===== src/rtl/afx_pkg.sv =====
package afx_pkg;

    // Control word field positions
    localparam int unsigned CW_VAL_LSB  = 0;
    localparam int unsigned CW_PAR_BIT  = 3;
    localparam int unsigned CW_RNG_BIT  = 8;
    localparam int unsigned CW_IN_LSB   = 10;
    localparam int unsigned CW_SUP_LSB  = 12;
    localparam int unsigned CW_DEV_BIT  = 14;

    localparam logic [31:0] CW_WR_MASK  = 32'h0000_7D0F;
    localparam int unsigned CW_BYTES    = 4;

    // Data value select codes
    localparam logic [2:0] VAL_ZEROS = 3'b100;
    localparam logic [2:0] VAL_ONES  = 3'b101;
    localparam logic [2:0] VAL_ALT1  = 3'b110;
    localparam logic [2:0] VAL_ALT2  = 3'b111;

    typedef struct packed {
        logic       dev_inc;
        logic [1:0] sup_sel;
        logic [1:0] in_sel;
        logic       rng_inc;
        logic       par_en;
        logic [2:0] val_sel;
    } frame_cfg_t;

    localparam int unsigned OPT_BITS = 4 + 2 + 2 + 4 + 2;

endpackage


===== src/rtl/afx_ctrl_regs.sv =====
module afx_ctrl_regs
    import afx_pkg::*;
#(
    parameter int unsigned      ADDR_W    = 8,
    parameter logic [ADDR_W-1:0] BASE_ADDR = 8'h10
) (
    input  logic              clk,
    input  logic              rst_n,
    input  logic              wr_en_i,
    input  logic [ADDR_W-1:0] addr_i,
    input  logic [7:0]        wdata_i,
    output logic [7:0]        rdata_o,
    output frame_cfg_t        cfg_o
);

    typedef struct packed {
        logic [31:0] word;
    } regs_t;

    regs_t regs_d, regs_q;

    always_comb begin
        regs_d  = regs_q;
        rdata_o = '0;
        for (int b = 0; b < int'(CW_BYTES); b++) begin
            if (addr_i == BASE_ADDR + ADDR_W'(b)) begin
                rdata_o = regs_q.word[8*b +: 8];
                if (wr_en_i) begin
                    regs_d.word[8*b +: 8] = wdata_i & CW_WR_MASK[8*b +: 8];
                end
            end
        end
    end

    always_ff @(posedge clk or negedge rst_n) begin
        if (!rst_n) regs_q <= '0;
        else        regs_q <= regs_d;
    end

    always_comb begin
        cfg_o.dev_inc = regs_q.word[CW_DEV_BIT];
        cfg_o.sup_sel = regs_q.word[CW_SUP_LSB +: 2];
        cfg_o.in_sel  = regs_q.word[CW_IN_LSB +: 2];
        cfg_o.rng_inc = regs_q.word[CW_RNG_BIT];
        cfg_o.par_en  = regs_q.word[CW_PAR_BIT];
        cfg_o.val_sel = regs_q.word[CW_VAL_LSB +: 3];
    end


    reserved_zero_chk: assert property (@(posedge clk) disable iff (!rst_n)
        (regs_q.word & ~CW_WR_MASK) == 32'h0);


    foreign_addr_chk: assert property (@(posedge clk) disable iff (!rst_n)
        (addr_i < BASE_ADDR || addr_i > BASE_ADDR + ADDR_W'(CW_BYTES - 1)) |=> $stable(regs_q.word));

endmodule


===== src/rtl/afx_pattern.sv =====
module afx_pattern
    import afx_pkg::*;
#(
    parameter int unsigned SAMPLE_W = 16
) (
    input  logic [2:0]          val_sel_i,
    input  logic [SAMPLE_W-1:0] sample_i,
    output logic [SAMPLE_W-1:0] field_o
);

    logic [SAMPLE_W-1:0] alt1, alt2;

    // Bit position j sits (SAMPLE_W-1-j) places below the MSB.
    for (genvar j = 0; j < SAMPLE_W; j++) begin : g_pat
        localparam int unsigned FROM_MSB = SAMPLE_W - 1 - j;
        assign alt1[j] = (FROM_MSB % 2) == 1;
        assign alt2[j] = ((FROM_MSB / 2) % 2) == 1;
    end

    always_comb begin
        unique case (val_sel_i)
            VAL_ZEROS: field_o = '0;
            VAL_ONES:  field_o = '1;
            VAL_ALT1:  field_o = alt1;
            VAL_ALT2:  field_o = alt2;
            default:   field_o = sample_i;
        endcase
    end

endmodule


===== src/rtl/afx_frame_build.sv =====
module afx_frame_build
    import afx_pkg::*;
#(
    parameter int unsigned SAMPLE_W = 16,
    localparam int unsigned FRAME_W = SAMPLE_W + OPT_BITS,
    localparam int unsigned LEN_W   = $clog2(FRAME_W + 1)
) (
    input  frame_cfg_t          cfg_i,
    input  logic [SAMPLE_W-1:0] field_i,
    input  logic [3:0]          dev_addr_i,
    input  logic [3:0]          range_i,
    input  logic                sup_hi_i,
    input  logic                sup_lo_i,
    input  logic                in_hi_i,
    input  logic                in_lo_i,
    output logic [FRAME_W-1:0]  frame_o,
    output logic [LEN_W-1:0]    len_o
);

    logic [FRAME_W-1:0] acc;
    logic [LEN_W-1:0]   n;
    logic               par_sample, par_frame;

    // Frame is kept right-aligned; each field shifts the earlier bits up.
    always_comb begin
        acc                 = '0;
        acc[SAMPLE_W-1:0]   = field_i;
        n                   = LEN_W'(SAMPLE_W);
        par_sample          = ^field_i;

        if (cfg_i.dev_inc) begin
            acc = {acc[FRAME_W-5:0], dev_addr_i};
            n   = n + LEN_W'(4);
        end
        if (cfg_i.sup_sel[0]) begin
            acc = {acc[FRAME_W-2:0], sup_hi_i};
            n   = n + LEN_W'(1);
        end
        if (cfg_i.sup_sel[1]) begin
            acc = {acc[FRAME_W-2:0], sup_lo_i};
            n   = n + LEN_W'(1);
        end
        if (cfg_i.in_sel[0]) begin
            acc = {acc[FRAME_W-2:0], in_hi_i};
            n   = n + LEN_W'(1);
        end
        if (cfg_i.in_sel[1]) begin
            acc = {acc[FRAME_W-2:0], in_lo_i};
            n   = n + LEN_W'(1);
        end
        if (cfg_i.rng_inc) begin
            acc = {acc[FRAME_W-5:0], range_i};
            n   = n + LEN_W'(4);
        end

        par_frame = ^acc;
        if (cfg_i.par_en) begin
            acc = {acc[FRAME_W-3:0], par_sample, par_frame};
            n   = n + LEN_W'(2);
        end

        frame_o = acc;
        len_o   = n;
    end

endmodule


===== src/rtl/afx_shifter.sv =====
module afx_shifter #(
    parameter int unsigned FRAME_W = 30,
    parameter int unsigned MIN_LEN = 16,
    localparam int unsigned LEN_W  = $clog2(FRAME_W + 1)
) (
    input  logic               clk,
    input  logic               rst_n,
    input  logic               start_i,
    input  logic               shift_en_i,
    input  logic [FRAME_W-1:0] frame_i,
    input  logic [LEN_W-1:0]   len_i,
    output logic               sdo_o,
    output logic               busy_o,
    output logic               done_o
);

    typedef struct packed {
        logic               busy;
        logic               done;
        logic               sdo;
        logic [LEN_W-1:0]   rem;
        logic [FRAME_W-1:0] frame;
    } sh_state_t;

    sh_state_t sh_d, sh_q;

    always_comb begin
        sh_d      = sh_q;
        sh_d.done = 1'b0;
        if (!sh_q.busy) begin
            sh_d.sdo = 1'b0;
            if (start_i) begin
                sh_d.busy  = 1'b1;
                sh_d.frame = frame_i;
                sh_d.rem   = len_i;
            end
        end else if (shift_en_i) begin
            if (sh_q.rem != '0) begin
                sh_d.sdo = sh_q.frame[sh_q.rem - LEN_W'(1)];
                sh_d.rem = sh_q.rem - LEN_W'(1);
            end else begin
                sh_d.busy = 1'b0;
                sh_d.sdo  = 1'b0;
                sh_d.done = 1'b1;
            end
        end
    end

    always_ff @(posedge clk or negedge rst_n) begin
        if (!rst_n) sh_q <= '0;
        else        sh_q <= sh_d;
    end

    assign sdo_o  = sh_q.sdo;
    assign busy_o = sh_q.busy;
    assign done_o = sh_q.done;


    idle_low_chk: assert property (@(posedge clk) disable iff (!rst_n)
        !sh_q.busy |-> !sh_q.sdo);


    done_pulse_chk: assert property (@(posedge clk) disable iff (!rst_n)
        sh_q.done |=> !sh_q.done);


    done_after_busy_chk: assert property (@(posedge clk) disable iff (!rst_n)
        $rose(sh_q.done) |-> $fell(sh_q.busy));


    frame_hold_chk: assert property (@(posedge clk) disable iff (!rst_n)
        sh_q.busy |=> $stable(sh_q.frame));


    count_step_chk: assert property (@(posedge clk) disable iff (!rst_n)
        (sh_q.busy && shift_en_i && sh_q.rem != '0) |=> sh_q.rem == $past(sh_q.rem) - LEN_W'(1));


    len_bound_chk: assert property (@(posedge clk) disable iff (!rst_n)
        (!sh_q.busy && start_i) |=> (sh_q.rem >= LEN_W'(MIN_LEN) && sh_q.rem <= LEN_W'(FRAME_W)));

endmodule


===== src/rtl/adc_frame_tx.sv =====
module adc_frame_tx
    import afx_pkg::*;
#(
    parameter int unsigned SAMPLE_W = 16,
    localparam int unsigned FRAME_W = SAMPLE_W + OPT_BITS,
    localparam int unsigned LEN_W   = $clog2(FRAME_W + 1)
) (
    input  logic                clk,
    input  logic                rst_n,
    input  logic                reg_wr,
    input  logic [7:0]          reg_addr,
    input  logic [7:0]          reg_wdata,
    output logic [7:0]          reg_rdata,
    input  logic [SAMPLE_W-1:0] sample,
    input  logic [3:0]          dev_addr,
    input  logic [3:0]          range_code,
    input  logic                sup_hi_flag,
    input  logic                sup_lo_flag,
    input  logic                in_hi_flag,
    input  logic                in_lo_flag,
    input  logic                start,
    input  logic                shift_en,
    output logic                sdo,
    output logic                busy,
    output logic                done
);

    frame_cfg_t          cfg;
    logic [SAMPLE_W-1:0] field;
    logic [FRAME_W-1:0]  frame;
    logic [LEN_W-1:0]    len;

    afx_ctrl_regs #(
        .ADDR_W    (8),
        .BASE_ADDR (8'h10)
    ) u_regs (
        .clk     (clk),
        .rst_n   (rst_n),
        .wr_en_i (reg_wr),
        .addr_i  (reg_addr),
        .wdata_i (reg_wdata),
        .rdata_o (reg_rdata),
        .cfg_o   (cfg)
    );

    afx_pattern #(.SAMPLE_W(SAMPLE_W)) u_pat (
        .val_sel_i (cfg.val_sel),
        .sample_i  (sample),
        .field_o   (field)
    );

    afx_frame_build #(.SAMPLE_W(SAMPLE_W)) u_build (
        .cfg_i      (cfg),
        .field_i    (field),
        .dev_addr_i (dev_addr),
        .range_i    (range_code),
        .sup_hi_i   (sup_hi_flag),
        .sup_lo_i   (sup_lo_flag),
        .in_hi_i    (in_hi_flag),
        .in_lo_i    (in_lo_flag),
        .frame_o    (frame),
        .len_o      (len)
    );

    afx_shifter #(
        .FRAME_W (FRAME_W),
        .MIN_LEN (SAMPLE_W)
    ) u_shift (
        .clk        (clk),
        .rst_n      (rst_n),
        .start_i    (start),
        .shift_en_i (shift_en),
        .frame_i    (frame),
        .len_i      (len),
        .sdo_o      (sdo),
        .busy_o     (busy),
        .done_o     (done)
    );

endmodule


===== config.mk =====
export PLATFORM = sky130hd
export DESIGN_NAME = adc_frame_tx
export DESIGN_NICKNAME = d
export VERILOG_FILES = /design/src/rtl/afx_pkg.sv /design/src/rtl/afx_ctrl_regs.sv /design/src/rtl/afx_pattern.sv /design/src/rtl/afx_frame_build.sv /design/src/rtl/afx_shifter.sv /design/src/rtl/adc_frame_tx.sv
export SDC_FILE = /design/constraint.sdc
export NUM_CORES = 1
export LEC_CHECK = 0
export ABC_AREA = 1
export BUFFER_PORTS_ARGS = -buffer_cell sky130_fd_sc_hd__buf_2
export CORE_MARGIN = 2
export CORE_UTILIZATION = 60
export CTS_CLUSTER_SIZE = 16
export DETAILED_ROUTE_END_ITERATION = 12
export MAX_ROUTING_LAYER = met4
export PLACE_DENSITY = 0.89
export SLEW_MARGIN = 20
export SYNTH_ARGS = -nofsm -noshare
export SYNTH_HDL_FRONTEND = slang
export SYNTH_SLANG_ARGS = --single-unit

===== constraint.sdc =====
create_clock -name clk -period 3.4 [get_ports clk]
set_clock_uncertainty 0.15 [all_clocks]
set_input_delay 0.68 -clock clk [delete_from_list [all_inputs] [get_ports clk]]
set_output_delay 0.68 -clock clk [all_outputs]
set_load 0.05 [all_outputs]

### After elaboration in Yosys (flattened, before gate mapping)

Cells that the tools add are included.

* add/subtract/negate cells: 7
* multipliers: 0
* divide/modulo/power cells: 0
* order comparisons: 1
* equality and inequality tests: 10
* shift operators: 0
* multiplexer cells: 30
* bitwise operators: 1
* reductions and logical operators: 8

Operators with widths (count)
* $pmux W16 S4: 1
* $mux W35: 1
* $mux W5: 7
* $eq A8 B5 Y1 const B: 4
* $mux W8: 4
* $mux W30: 1
* $reduce_xor A30 Y1: 1
* $mux W28: 1
* $mux W24: 1
* $mux W23: 1
* $mux W22: 1
* $mux W21: 1
* $add A5 B1 Y5 const B: 4
* $mux W20: 1
* $reduce_xor A16 Y1: 1
* $eq A3 B3 Y1 const B: 4
* $lt A5 B6 Y1 const B: 1
* $mux W6: 1
* $reduce_and A2 Y1: 3
* $add A5 B2 Y5 const B: 1
* $add A5 B3 Y5 const B: 1
* $bmux W1 S5: 1
* $mux W1: 5
* $reduce_bool A5 Y1: 1
* 8 further kinds: 9

* flip-flop bits (word level): 48
* bits in latches: 0
* bits in writable memories: 0
* ROM bits: 0
* memories: 0

### Depth between registers and ports, before layout

* depth after elaboration: 15
* mapped depth: 26
* gate-level depth less buffers: 26

### Cells and area by module

A second synthesis with hierarchy kept.

* cells, all modules: 1049
* area total of the unflattened synthesis: 6353.6 um2

Modules (own cells, without submodules)
* afx_frame_build: times used 1, cells an instance 675, area each 3593.4 um2, seq. area each 0.0 um2
* afx_shifter: times used 1, cells an instance 249, area each 1929.4 um2, seq. area each 950.9 um2
* afx_ctrl_regs: times used 1, cells an instance 85, area each 659.4 um2, seq. area each 250.2 um2
* afx_pattern: times used 1, cells an instance 40, area each 171.4 um2, seq. area each 0.0 um2

### Worst setup path before layout

No wires, ideal clock.

* path kind: register -> register
* start point: reg u_regs.regs_q[12]
* end point: reg u_shift.sh_q[32] (netlist name)
* setup time: 0.139 ns
* arrival time: 2.683 ns
* required time: 3.111 ns
* path slack: 0.428 ns
* stages on the path, launching flop included: 15
* path buffers: 3
* clock period less this slack: 2.972 ns
* cell sequence: dfrtp_1 buf_2 inv_1 buf_4 buf_2 ha_1 nor2_1 nor2_1 ha_1 nand2_1 xor2_1 xor2_1 ha_1 a221oi_1 a22oi_1

* word-level cells in the longest chain between the ends: 13

RTL lines
* start, declared: line afx_ctrl_regs.sv:20 `regs_t regs_d, regs_q;`
* start signal, assigned: line afx_ctrl_regs.sv:37 `else regs_q <= regs_d;`
* $mux W5 *: line afx_frame_build.sv:35 `if (cfg_i.sup_sel[0]) begin`
* $add A5 B1 Y5: line afx_frame_build.sv:41 `n = n + LEN_W'(1);`
* $mux W5 *: line afx_frame_build.sv:39 `if (cfg_i.sup_sel[1]) begin`
* $add A5 B1 Y5: line afx_frame_build.sv:45 `n = n + LEN_W'(1);`
* $mux W5 *: line afx_frame_build.sv:43 `if (cfg_i.in_sel[0]) begin`
* $add A5 B1 Y5: line afx_frame_build.sv:49 `n = n + LEN_W'(1);`
* $mux W5 *: line afx_frame_build.sv:47 `if (cfg_i.in_sel[1]) begin`
* $add A5 B3 Y5: line afx_frame_build.sv:53 `n = n + LEN_W'(4);`
* $mux W5 *: line afx_frame_build.sv:51 `if (cfg_i.rng_inc) begin`
* $add A5 B2 Y5: line afx_frame_build.sv:59 `n = n + LEN_W'(2);`
* $mux W5 *: line afx_frame_build.sv:57 `if (cfg_i.par_en) begin`
* $mux W35 *: line afx_shifter.sv:32 `if (start_i) begin`
* $mux W6 *: line afx_shifter.sv:30 `if (!sh_q.busy) begin`
* end signal, assigned: line afx_shifter.sv:50 `if (!rst_n) sh_q <= '0;`
* end signal, assigned: line afx_shifter.sv:51 `else sh_q <= sh_d;`
* end, declared: line afx_shifter.sv:25 `sh_state_t sh_d, sh_q;`

Every way passes the cells marked *; elsewhere a longest branch is shown, timed or not. The select of a mux whose other input is x is not followed.
A chain may end at the register's enable or synchronous reset.

### Final worst setup path

* start point: reg u_regs.regs_q[12]
* end point: reg u_shift.sh_q[34] (netlist name)

The elaborated chain is that of the path after synthesis.

==> flow_summary.json <==
{
  "post-synth-top-count-cell": "nand2_1",
  "cp_max_fo": 12,
  "synthXorXnorAreaFrac_pct": 2.75,
  "diodes": 0,
  "vias": 7169,
  "power.density_nw_per_um2": 459,
  "drive_above_1_share_pct": 15.1,
  "die_area_um2": 10900,
  "worstPathArrival_ns": 3.13,
  "met2_length_um": 7810,
  "setup-tns-final_ns": 0,
  "synthMuxAreaShare_pct": 0,
  "tightestPinTransition_ns": 0.705,
  "slowest_delay_ns": 0.64,
  "wl_met3_um": 1350,
  "synthFlopType": "dfrtp_1",
  "yosysTopAreaCell": "nand3_1",
  "grt_pass1_wl_um": 28900,
  "cts_made_buffers": 5,
  "period_needed_ns": 3.09,
  "syn_area_um2": 6060,
  "maxSlewViolCount": 0,
  "irDropWorstVdd_uv": 328,
  "synthesis.nets": 1089,
  "wl_met1_um": 7170,
  "postCtsSetupRepairBufs": 0,
  "grt_max_degree": 49,
  "cellLeakagePower_nw": 3.34,
  "clock_latency_ns": 0.32,
  "synth_area_leaders": "nand3_1, nand2_1, dfrtp_1",
  "postCtsHoldBufs": 0,
  "drtIter0Drc": 608,
  "grt_pass1_vias": 6468,
  "synth_top_family_by_area": "simple AND/OR/NAND/NOR gates",
  "yosysWarningCount": 0,
  "ys_seq_area_share_pct": 19.8,
  "hold_path.class": "in -> async",
  "final.period_utilization_pct": 90.9,
  "core-area_um2": 9770,
  "via_per_inst": 6.02,
  "postSynthCellCount": 1034,
  "cts-root-buf": "clkbuf_8",
  "layout.nets": 1111,
  "synth_common_cells": "nand2_1, nand3_1, inv_1",
  "rsz0062_at_grt": "no",
  "htree_levels": 2,
  "wire_per_inst_um": 14.1,
  "io_pins": 60,
  "start_util_pct": 62.0,
  "multi_input_area_um2": 4310,
  "crit_slowest_cell": "dfrtp_1",
  "hpwl_um": 12900,
  "cts.clk_slew.worst_paths_ns": 0.11,
  "synth_fa_ha_area_share_pct": 1.24,
  "start_kind": "register",
  "postRouteAntennaNets": 0,
  "status": "finished, final reports clean",
  "grt-ovfl-total": 0,
  "wl_um": 16800,
  "antenna_found_initial": 0,
  "final_hold_viol_count": 0,
  "fin_util_pct": 66.2,
  "crit_required_ns": 3.44,
  "track_usage_pct": 32.3,
  "synth-compound-area-share_pct": 10.2,
  "setup_viol": 0,
  "post_cts_resized": 0,
  "cts_sinks": 48,
  "die_x_um": 105,
  "yosys.cell_types.count": 36,
  "fillers": 918,
  "drc": 0,
  "clock_path_buffers": 2,
  "numPortBuffers": 57,
  "regArea_um2": 1200,
  "synth_top_area_share_pct": 24.4,
  "p_total_mw": 2.97,
  "gp_congestion": 0.962,
  "path_cells": "inv_1 -> ha_1 -> nand2_1 -> inv_1 -> nor2_1 -> ha_1 -> nand2_1 -> xor2_1 -> ha_1 -> o21ai_0 -> inv_1 -> nand4_1 -> a21oi_1 -> o21ai_0 -> a21oi_1",
  "top_layer": "met4",
  "die_h_um": 105,
  "endpoint_kind": "register",
  "ys_ff_latch": 48,
  "fp-row-count": 36,
  "clock.fmax_mhz": 323,
  "async_flop_share_pct": 100,
  "synth-edff-count": 0,
  "slew_headroom_pct": 52.9,
  "syn_area_per_cell_um2": 5.86,
  "cts_tree": "built",
  "first_pass_iters": 5,
  "synthSimpleGateAreaFrac_pct": 56.9,
  "area_delta_synth_final_pct": 6.69,
  "maxCapViolCount": 0,
  "critPathKind": "reg -> reg"
}
==> where the power goes <==
| part | switching [mW] | internal, mW |
|---|---|---|
| Clock | 0.223 | 0.165 |
| Combinational | 1.11 | 0.600 |
| Sequential | 0.103 | 0.766 |
| Total | 1.43 | 1.53 |
==> critical path, delay by kind of cell, from the launching register on <==
| family | cells | cell delay [ns] |
|---|---|---|
| AND/OR/NAND/NOR | 4 | 0.39 |
| adder cells (fa/ha/maj) | 3 | 0.79 |
| buffers and inverters | 3 | 0.28 |
| AO/OA/AOI/OAI | 4 | 0.49 |
| XOR/XNOR | 1 | 0.24 |
| flip-flops | 1 | 0.64 |
==> layer usage <==
| layer | track usage (%) | up-vias |
|---|---|---|
| met4 | 11.6 | 0 |
| met5 | - | - |
| met3 | 3.63 | 53 |
| met1 | 41.3 | 3209 |
| li1 | - | 3557 |
| met2 | 53.0 | 350 |
==> flip-flops by register name, summed over array words and instances (netlist names) <==
signal and count:
u_shift.sh_q 35, u_shift.busy_o 1, u_regs.regs_q 10, u_shift.sdo_o 1, u_shift.done_o 1
==> per-stage QoR <==
step	area [µm²]	hold WS (ns)	setup WS [ns]	instances
2_1_floorplan	6060	0.234	0.428	1034
3_3_place_gp	6370	0.319	0.390	1182
3_5_place_dp	6370	0.321	0.344	1182
4_1_cts	6460	0.346	0.312	1190
5_1_grt	6470	0.276	0.0177	1190
6_report	6470	0.227	0.308	1190
==> path summary, 6_finish.rpt <==
| check | startpoint | slack, ns | cells past startpoint | end |
|---|---|---|---|---|
| max | u_regs.regs_q[12] | 0.31 | 15 | u_shift.sh_q[34] |
| min | rst_n | 0.23 | 1 | u_regs.regs_q[13] |
| min reg2reg | u_shift.sh_q[28] | 0.34 | 2 | u_shift.sh_q[28] |
| min in group clk | u_shift.sh_q[28] | 0.34 | 2 | u_shift.sh_q[28] |
| max reg2reg | u_regs.regs_q[12] | 0.31 | 15 | u_shift.sh_q[34] |
| max in group asynchronous | rst_n | 2.43 | 1 | u_regs.regs_q[2] |
==> kinds of logic after synthesis <==
family	after synthesis
AO/OA/AOI/OAI	98
XOR/XNOR	19
adder cells (fa/ha/maj)	6
buffers and inverters	125
flip-flops	48
other	1
AND/OR/NAND/NOR	737
==> area by class of cell <==
cell class,instances,share of cell area [%]
Clock inverter,2,0.232
Inverter,63,3.66
Multi-Input combinational cell,861,66.7
Tap cell,133,2.57
Clock buffer,6,1.28
Sequential cell,48,18.6
Timing Repair Buffer,77,6.96
==> cell usage in the layout (no fill, tap or decap), drive strengths merged, types with 8 or more instances in the layout <==
master / synthesis / routed
nand3: 328 / 328
xor2: 11 / 11
xnor2: 8 / 8
nor2: 26 / 26
o21ai: 31 / 31
inv: 62 / 62
o221ai: 26 / 26
buf: 42 / 77
a21oi: 27 / 27
dfrtp: 48 / 48
nand2: 362 / 362
or2: 11 / 11
Power figures use the tool's default switching activity.
